### config.mk
export PLATFORM = sky130hd
export DESIGN_NAME = sysreg_bank
export DESIGN_NICKNAME = d
export VERILOG_FILES = /design/src/rtl/sysreg_pkg.sv /design/src/rtl/sr_ctrl.sv /design/src/rtl/sr_sp_pair.sv /design/src/rtl/sr_rdmux.sv /design/src/rtl/sysreg_bank.sv
export SDC_FILE = /design/constraint.sdc
export NUM_CORES = 1
export LEC_CHECK = 0
export CAP_MARGIN = 25
export CORE_MARGIN = 2
export CORE_UTILIZATION = 50
export DETAILED_ROUTE_END_ITERATION = 16
export DONT_BUFFER_PORTS = 1
export REMOVE_ABC_BUFFERS = 1
export SETUP_SLACK_MARGIN = 0.02
export SYNTH_ARGS = -nofsm -noshare
export SYNTH_HDL_FRONTEND = slang
export SYNTH_SLANG_ARGS = --single-unit
### constraint.sdc
create_clock -name clk -period 2.7 [get_ports clk]
set_clock_uncertainty 0.05 [all_clocks]
set_input_delay 0.54 -clock clk [delete_from_list [all_inputs] [get_ports clk]]
set_output_delay 0.54 -clock clk [all_outputs]
set_load 0.005 [all_outputs]
### src/rtl/sysreg_pkg.sv
package sysreg_pkg;
  localparam int SR_MSP     = 8;
  localparam int SR_PSP     = 9;
  localparam int SR_PRIMASK = 16;
  localparam int SR_BASEPRI = 17;
  localparam int SR_CONTROL = 20;

  localparam int CTL_NPRIV = 0;
  localparam int CTL_SPSEL = 1;
  localparam int CTL_FPCA  = 2;

  localparam int LINK_W = 32;
  localparam logic [LINK_W-1:0] LINK_BASE = 32'hFFFF_FFF1;

  function automatic logic [LINK_W-1:0] link_value(input logic sel, input logic handler);
    logic [LINK_W-1:0] v;
    v    = LINK_BASE;
    v[2] = sel;
    v[3] = ~handler;
    return v;
  endfunction
endpackage

### src/rtl/sr_ctrl.sv
module sr_ctrl #(
  parameter int BP_W = 8
) (
  input  logic            clk,
  input  logic            rst_n,
  input  logic            exc_entry,
  input  logic            exc_return,
  input  logic            ret_sel,
  input  logic            ctl_we,
  input  logic [1:0]      ctl_wbits,
  input  logic            pm_we,
  input  logic            pm_wbit,
  input  logic            bp_we,
  input  logic [BP_W-1:0] bp_wdata,
  output logic            npriv,
  output logic            spsel,
  output logic            spsel_nxt,
  output logic            sel_chg,
  output logic            primask,
  output logic [BP_W-1:0] basepri
);
  logic npriv_nxt;

  always_comb begin
    spsel_nxt = spsel;
    npriv_nxt = npriv;
    if (exc_entry) begin
      spsel_nxt = 1'b0;
    end else if (exc_return) begin
      spsel_nxt = ret_sel;
    end else if (ctl_we) begin
      spsel_nxt = ctl_wbits[1];
      npriv_nxt = ctl_wbits[0];
    end
  end

  assign sel_chg = spsel_nxt != spsel;

  always_ff @(posedge clk) begin
    if (!rst_n) begin
      spsel   <= 1'b0;
      npriv   <= 1'b0;
      primask <= 1'b0;
      basepri <= '0;
    end else begin
      spsel <= spsel_nxt;
      npriv <= npriv_nxt;
      if (pm_we) primask <= pm_wbit;
      if (bp_we) basepri <= bp_wdata;
    end
  end

  a_r7_entry_clears_sel: assert property (@(posedge clk) disable iff (!rst_n)
    exc_entry |=> !spsel);
  a_r8_return_loads_sel: assert property (@(posedge clk) disable iff (!rst_n)
    (exc_return && !exc_entry) |=> (spsel == $past(ret_sel)));
  a_r11_exc_over_ctl: assert property (@(posedge clk) disable iff (!rst_n)
    ((exc_entry || exc_return) && ctl_we) |=> (npriv == $past(npriv)));
  a_r9_mask_holds: assert property (@(posedge clk) disable iff (!rst_n)
    !pm_we |=> $stable(primask));
endmodule

### src/rtl/sr_sp_pair.sv
module sr_sp_pair #(
  parameter int W = 32
) (
  input  logic         clk,
  input  logic         rst_n,
  input  logic [W-1:0] rst_val,
  input  logic         sel_cur,
  input  logic         sel_nxt,
  input  logic         gp_we,
  input  logic [W-1:0] gp_wdata,
  input  logic         msp_we,
  input  logic         psp_we,
  input  logic [W-1:0] mv_wdata,
  output logic [W-1:0] act,
  output logic [W-1:0] msp_view,
  output logic [W-1:0] psp_view
);
  logic [W-1:0] bank;
  logic [W-1:0] main_n, proc_n, act_n, bank_n;

  assign msp_view = sel_cur ? bank : act;
  assign psp_view = sel_cur ? act : bank;

  always_comb begin
    main_n = msp_view;
    proc_n = psp_view;
    if (gp_we) begin
      if (sel_cur) proc_n = gp_wdata;
      else         main_n = gp_wdata;
    end
    if (msp_we) main_n = mv_wdata;
    if (psp_we) proc_n = mv_wdata;
    act_n  = sel_nxt ? proc_n : main_n;
    bank_n = sel_nxt ? main_n : proc_n;
  end

  always_ff @(posedge clk) begin
    if (!rst_n) begin
      act  <= rst_val;
      bank <= '0;
    end else begin
      act  <= act_n;
      bank <= bank_n;
    end
  end

  a_r4_swap_on_sel_change: assert property (@(posedge clk) disable iff (!rst_n)
    (sel_cur != sel_nxt && !gp_we && !msp_we && !psp_we)
      |=> (act == $past(bank) && bank == $past(act)));
  a_r5_gp_write_lands: assert property (@(posedge clk) disable iff (!rst_n)
    (gp_we && !msp_we && !psp_we && sel_cur == sel_nxt) |=> (act == $past(gp_wdata)));
endmodule

### src/rtl/sr_rdmux.sv
module sr_rdmux
  import sysreg_pkg::*;
#(
  parameter int W     = 32,
  parameter int NUM_W = 8,
  parameter int BP_W  = 8
) (
  input  logic [NUM_W-1:0] num,
  input  logic [W-1:0]     msp_view,
  input  logic [W-1:0]     psp_view,
  input  logic             npriv,
  input  logic             spsel,
  input  logic             primask,
  input  logic [BP_W-1:0]  basepri,
  output logic [W-1:0]     rdata,
  output logic             known
);
  always_comb begin
    rdata = '0;
    known = 1'b1;
    if (num == NUM_W'(SR_MSP)) begin
      rdata = msp_view;
    end else if (num == NUM_W'(SR_PSP)) begin
      rdata = psp_view;
    end else if (num == NUM_W'(SR_PRIMASK)) begin
      rdata[0] = primask;
    end else if (num == NUM_W'(SR_BASEPRI)) begin
      rdata[BP_W-1:0] = basepri;
    end else if (num == NUM_W'(SR_CONTROL)) begin
      rdata[CTL_NPRIV] = npriv;
      rdata[CTL_SPSEL] = spsel;
      rdata[CTL_FPCA]  = 1'b0;
    end else begin
      known = 1'b0;
    end
  end
endmodule

### src/rtl/sysreg_bank.sv
module sysreg_bank
  import sysreg_pkg::*;
#(
  parameter int W     = 32,
  parameter int NUM_W = 8,
  parameter int BP_W  = 8
) (
  input  logic              clk,
  input  logic              rst_n,
  input  logic [W-1:0]      sp_reset_val,
  input  logic              mv_valid,
  input  logic              mv_write,
  input  logic [NUM_W-1:0]  mv_num,
  input  logic [W-1:0]      mv_wdata,
  output logic [W-1:0]      mv_rdata,
  output logic              mv_err,
  input  logic              gp_sp_we,
  input  logic [W-1:0]      gp_sp_wdata,
  output logic [W-1:0]      gp_sp_rdata,
  input  logic              exc_entry,
  input  logic              exc_handler,
  input  logic              exc_return,
  input  logic [W-1:0]      exc_ret_link,
  output logic [LINK_W-1:0] link_out
);
  logic wr, known;
  logic msp_we, psp_we, pm_we, bp_we, ctl_we;
  logic npriv, spsel, spsel_nxt, sel_chg, primask;
  logic [BP_W-1:0] basepri;
  logic [W-1:0] msp_view, psp_view;
  logic unused_link_bits;

  assign unused_link_bits = ^{exc_ret_link[W-1:3], exc_ret_link[1:0], sel_chg};

  assign wr     = mv_valid && mv_write;
  assign msp_we = wr && mv_num == NUM_W'(SR_MSP);
  assign psp_we = wr && mv_num == NUM_W'(SR_PSP);
  assign pm_we  = wr && mv_num == NUM_W'(SR_PRIMASK);
  assign bp_we  = wr && mv_num == NUM_W'(SR_BASEPRI);
  assign ctl_we = wr && mv_num == NUM_W'(SR_CONTROL);

  sr_ctrl #(.BP_W(BP_W)) u_ctrl (
    .clk(clk), .rst_n(rst_n),
    .exc_entry(exc_entry), .exc_return(exc_return), .ret_sel(exc_ret_link[2]),
    .ctl_we(ctl_we), .ctl_wbits(mv_wdata[1:0]),
    .pm_we(pm_we), .pm_wbit(mv_wdata[0]),
    .bp_we(bp_we), .bp_wdata(mv_wdata[BP_W-1:0]),
    .npriv(npriv), .spsel(spsel), .spsel_nxt(spsel_nxt), .sel_chg(sel_chg),
    .primask(primask), .basepri(basepri)
  );

  sr_sp_pair #(.W(W)) u_pair (
    .clk(clk), .rst_n(rst_n), .rst_val(sp_reset_val),
    .sel_cur(spsel), .sel_nxt(spsel_nxt),
    .gp_we(gp_sp_we), .gp_wdata(gp_sp_wdata),
    .msp_we(msp_we), .psp_we(psp_we), .mv_wdata(mv_wdata),
    .act(gp_sp_rdata), .msp_view(msp_view), .psp_view(psp_view)
  );

  sr_rdmux #(.W(W), .NUM_W(NUM_W), .BP_W(BP_W)) u_rd (
    .num(mv_num), .msp_view(msp_view), .psp_view(psp_view),
    .npriv(npriv), .spsel(spsel), .primask(primask), .basepri(basepri),
    .rdata(mv_rdata), .known(known)
  );

  assign link_out = link_value(spsel, exc_handler);

  always_ff @(posedge clk) begin
    if (!rst_n) mv_err <= 1'b0;
    else        mv_err <= mv_valid && !known;
  end

  a_r12_err_after_unknown: assert property (@(posedge clk) disable iff (!rst_n)
    mv_err |-> $past(mv_valid));
  a_r12_unknown_reads_zero: assert property (@(posedge clk) disable iff (!rst_n)
    (mv_valid && !mv_write && !known) |-> (mv_rdata == '0));
  a_r6_link_tracks_sel: assert property (@(posedge clk) disable iff (!rst_n)
    exc_entry |-> (link_out[2] == spsel));
endmodule

==> parameters.txt <==
Parameter                              Value

Outcome
  Status ... complete, no violations

Placed design
  IO buf count ... 0
  Total placed cells including tap cells ... 860
  Placed wire-length estimate after detailed placement ... 10.7 mm
  Final weighted congestion in routability-driven placement ... 0.811

CTS
  Clock-pin transition on the worst setup and hold timing paths ... 60 ps
  Cts hold-fix bufs ... 0
  CTS tree ... built
  Max Buffers Root-to-Sink ... 2
  Resized cells post-CTS ... 0
  Clock Latency Late Sink ... 340 ps
  CTS H-tree depth ... 3
  CTS Root Buffer Type ... clkbuf_16
  Sinks on the clock net ... 76
  CTS Buf Count ... 9
  Post-CTS Setup Inserts ... 0

Worst setup path
  CP Cell Sequence ... xor2_2 > buf_4 > nand2_1 > a21oi_1 > buf_4
  Cell class contributing the biggest share of worst-path delay ... flip-flops
  Crit. End Element ... output pin
  Crit path arrival time ... 1840 ps
  Destination of the worst register-to-register timing path ... u_pair.act[26]$_DFF_P_
  Cell with the largest stage delay on the worst path ... dfxtp_4
  Number of cell instances on the worst register-to-register path ... 6
  Worst R2R Setup Slack ... 580 ps
  CP startpoint kind ... flip-flop
  Critical path fanouts, max ... 37
  CP Data Required Time ... 2110 ps
  Launch point of the worst reg-to-reg path ... u_ctrl.spsel$_SDFF_PN0_
  Most common cell on crit path ... buf_4
  Buffer and inverter count on the worst path ... 2
  Maximum single-stage delay on the critical path ... 620 ps
  Kind of critical path ... flip-flop to output pin

Logic synthesis
  Mux share of post-synthesis cell area ... 20.1%
  Flip-flop cell with the highest count after synthesis ... dfxtp_1
  Number of distinct library cells after synthesis ... 45
  Combinational family with the most area after synthesis ... simple AND/OR/NAND/NOR gates
  Simple-gate share of the synthesized area ... 23.5%
  Area share of fa/ha/maj cells after synthesis ... 0%
  Synth Area in XOR/XNOR ... 0.304%
  Cell count after synthesis ... 765
  Post-synth EDFFs ... 0
  Post-synthesis sequential area ratio ... 26.4%
  Share of async-settable or async-resettable flops after synthesis ... 0%
  Synthesized-area fraction occupied by ao, oa, aoi and oai cells ... 18.5%
  Yosys Warn Count ... 0
  Area of the mapped netlist ... 0.00576 mm2
  Register bit count reported by yosys ... 76
  Post-Synthesis Mean Instance Area ... 7.53 um2

Timing
  Final Hold Viols ... 0
  Worst max-slew margin expressed relative to the limit ... 60.0%
  Slew at the pin closest to its max-slew limit ... 599 ps
  Final period util ... 90.1%
  Finish-stage setup viols ... 0
  Maximum clock rate ... 411 MHz
  Final TNS setup ... 0 ps
  RSZ-0062 raised after global routing ... no
  Time the worst path needs with I/O delays and setup ... 2430 ps
  Max-slew violation total from the final report ... 0

Cells and area
  Area used by multi-input combinational logic ... 0.00373 mm2
  Area added between synthesis and finish ... 3.23%
  Total inserted antenna cells ... 0
  Fill cell total of the finished layout ... 1103
  Fraction of layout instances using a drive strength above 1 ... 6.41%
  Number of standard cells in the final layout excluding fillers ... 876
  Final net count ... 872
  Sequential cell area ... 0.00153 mm2

Pwr
  Max IR drop VDD ... 310 uV
  Leakage power of the design ... 3.11 nW
  Power Density ... 526 mW/mm2

Route
  Antenna violation net count after detailed routing ... 0
  Total vias in the final route ... 5150
  DR DRC count ... 0
  Via-per-instance ratio ... 5.88
  Final routed wire length divided by cell count ... 18.3 um
  Total routed wirelength ... 16.0 mm
  Number of DRC markers after the initial detailed-route iteration ... 390
  Detailed-routing iteration count for the pre-antenna-repair pass ... 5

GRT
  Overflow after GRT ... 0
  Global-route usage over all layers ... 25.2%
  Maximum number of pins on one net before global-route repair ... 67
  Vias in the first global route ... 4841
  Global-route wire length before repair ... 25.4 mm
  Antenna violations before repair ... 0

Flow run
  Reported max-cap violation count ... 0

Die
  Initial core utilization ... 50.9%
  Number of top-level pins ... 241
  Number of cell rows ... 39
  Floorplan die width ... 111 um
  Core footprint ... 0.0113 mm2
  Die H ... 111 um
  Area of the die ... 0.0124 mm2

Min path
  Class of the most critical hold timing path ... input port to flip-flop
  Startpoint of the most critical hold path ... sp_reset_val[15]
  Endpoint with the worst hold slack ... u_pair.act[15]$_DFF_P_
  Hold Path Stages ... 1
[final cells by class]
type	instances	area share (%)
Clock inverter	2	0.168
Clock buffer	14	4.44
Tap cell	143	3.01
Sequential cell	76	25.6
Inverter	13	0.820
Timing Repair Buffer	20	3.15
Multi-Input combinational cell	608	62.8
[per-layer routing]
metal	vias up	track usage, %	share of wire [%]
met3	18	7.35	9.0
met2	215	42.1	48
met4	0	8.72	1.4
li1	2520	-	-
met5	-	0	0
met1	2397	31.1	42
[registers in the layout (all words and copies together), names as in the netlist]
| name | count |
|---|---|
| u_ctrl.npriv | 1 |
| u_ctrl.primask | 1 |
| u_pair.bank | 32 |
| mv_err | 1 |
| u_ctrl.spsel | 1 |
| u_ctrl.basepri | 8 |
| u_pair.act | 32 |
[synthesized netlist by cell type, types with 3 or more instances]
library cell	count	area share, %
mux2i_1	116	20
inv_1	12	0.78
o21ai_0	5	0.43
nor2_1	50	3.3
buf_4	38	5.0
dfxtp_1	76	26
o32ai_1	3	0.46
a22o_1	32	4.9
o32a_1	3	0.52
buf_6	8	1.6
a221oi_1	3	0.46
clkbuf_1	27	1.8
nor2b_1	24	2.6
nand2_1	155	10
a21oi_1	116	10
nand2b_1	4	0.43
buf_2	19	1.7
and3_1	37	4.0
buf_1	4	0.26
[logic make-up after synthesis]
family	count (synthesis)
xor gates and xnor gates	2
AOI/OAI and AO/OA	174
DFF	76
other	2
buffers and inverters	109
and+or+nand+nor	286
muxes	116
[worst reg2reg max path, delay by kind of cell (launching register included)]
| family | cells | cell delay, ps |
|---|---|---|
| AND/OR/NAND/NOR | 2 | 320 |
| AO/OA/AOI/OAI | 2 | 230 |
| multiplexers | 1 | 210 |
| buffers and inverters | 1 | 580 |
| flip-flops | 1 | 620 |
[how the worst max path moves through the flow]
stage,startpoint,to,cells after the start
floorplan,u_ctrl.spsel$_SDFF_PN0_,u_pair.act[30]$_DFF_P_,5
global placement,mv_num[1],mv_rdata[7],6
detailed placement,mv_num[1],mv_rdata[7],6
CTS,u_ctrl.spsel$_SDFF_PN0_,mv_rdata[24],5
global route,u_ctrl.spsel$_SDFF_PN0_,mv_rdata[24],5
finish,u_ctrl.spsel$_SDFF_PN0_,mv_rdata[24],5
[power by group]
| group | switching [mW] | internal [mW] | total, mW |
|---|---|---|---|
| sequential | 0.103 | 1.23 | 1.33 |
| combinational | 0.364 | 0.292 | 0.655 |
| clock | 0.469 | 0.671 | 1.14 |
| total | 0.936 | 2.19 | 3.13 |
[through the flow]
stage	worst slack, ps	instance area, um2	hold WS [ps]	total power, mW	utilization, %
3_5_place_dp	331	5680	438	2.01	50.1
6_report	269	5950	287	3.13	52.6
5_1_grt	152	5950	275	3.31	52.6
4_1_cts	242	5950	274	3.16	52.6
3_3_place_gp	348	5680	422	1.98	50.1
2_1_floorplan	-1890	5280	409	1.85	-
[layout by cell type (no fill, tap or decap), drive strengths merged, types with 2 or more instances in the layout]
master / Yosys / layout
o32a: 3 / 3
dfxtp: 76 / 76
buf: 69 / 20
clkbuf: 27 / 14
a22o: 32 / 32
and3: 37 / 37
conb: 2 / 30
and4bb: 3 / 3
and2: 2 / 2
nor2: 50 / 50
nor4b: 2 / 2
nand2: 155 / 155
a31oi: 2 / 2
or4: 2 / 2
nand3: 4 / 4
mux2i: 116 / 116
a221oi: 3 / 3
o21ai: 6 / 6
nor2b: 24 / 24
o32ai: 3 / 3
o311ai: 2 / 2
a21oi: 116 / 116
nand2b: 4 / 4
inv: 13 / 13
clkinv: 0 / 2
Power figures use the tool's default switching activity.
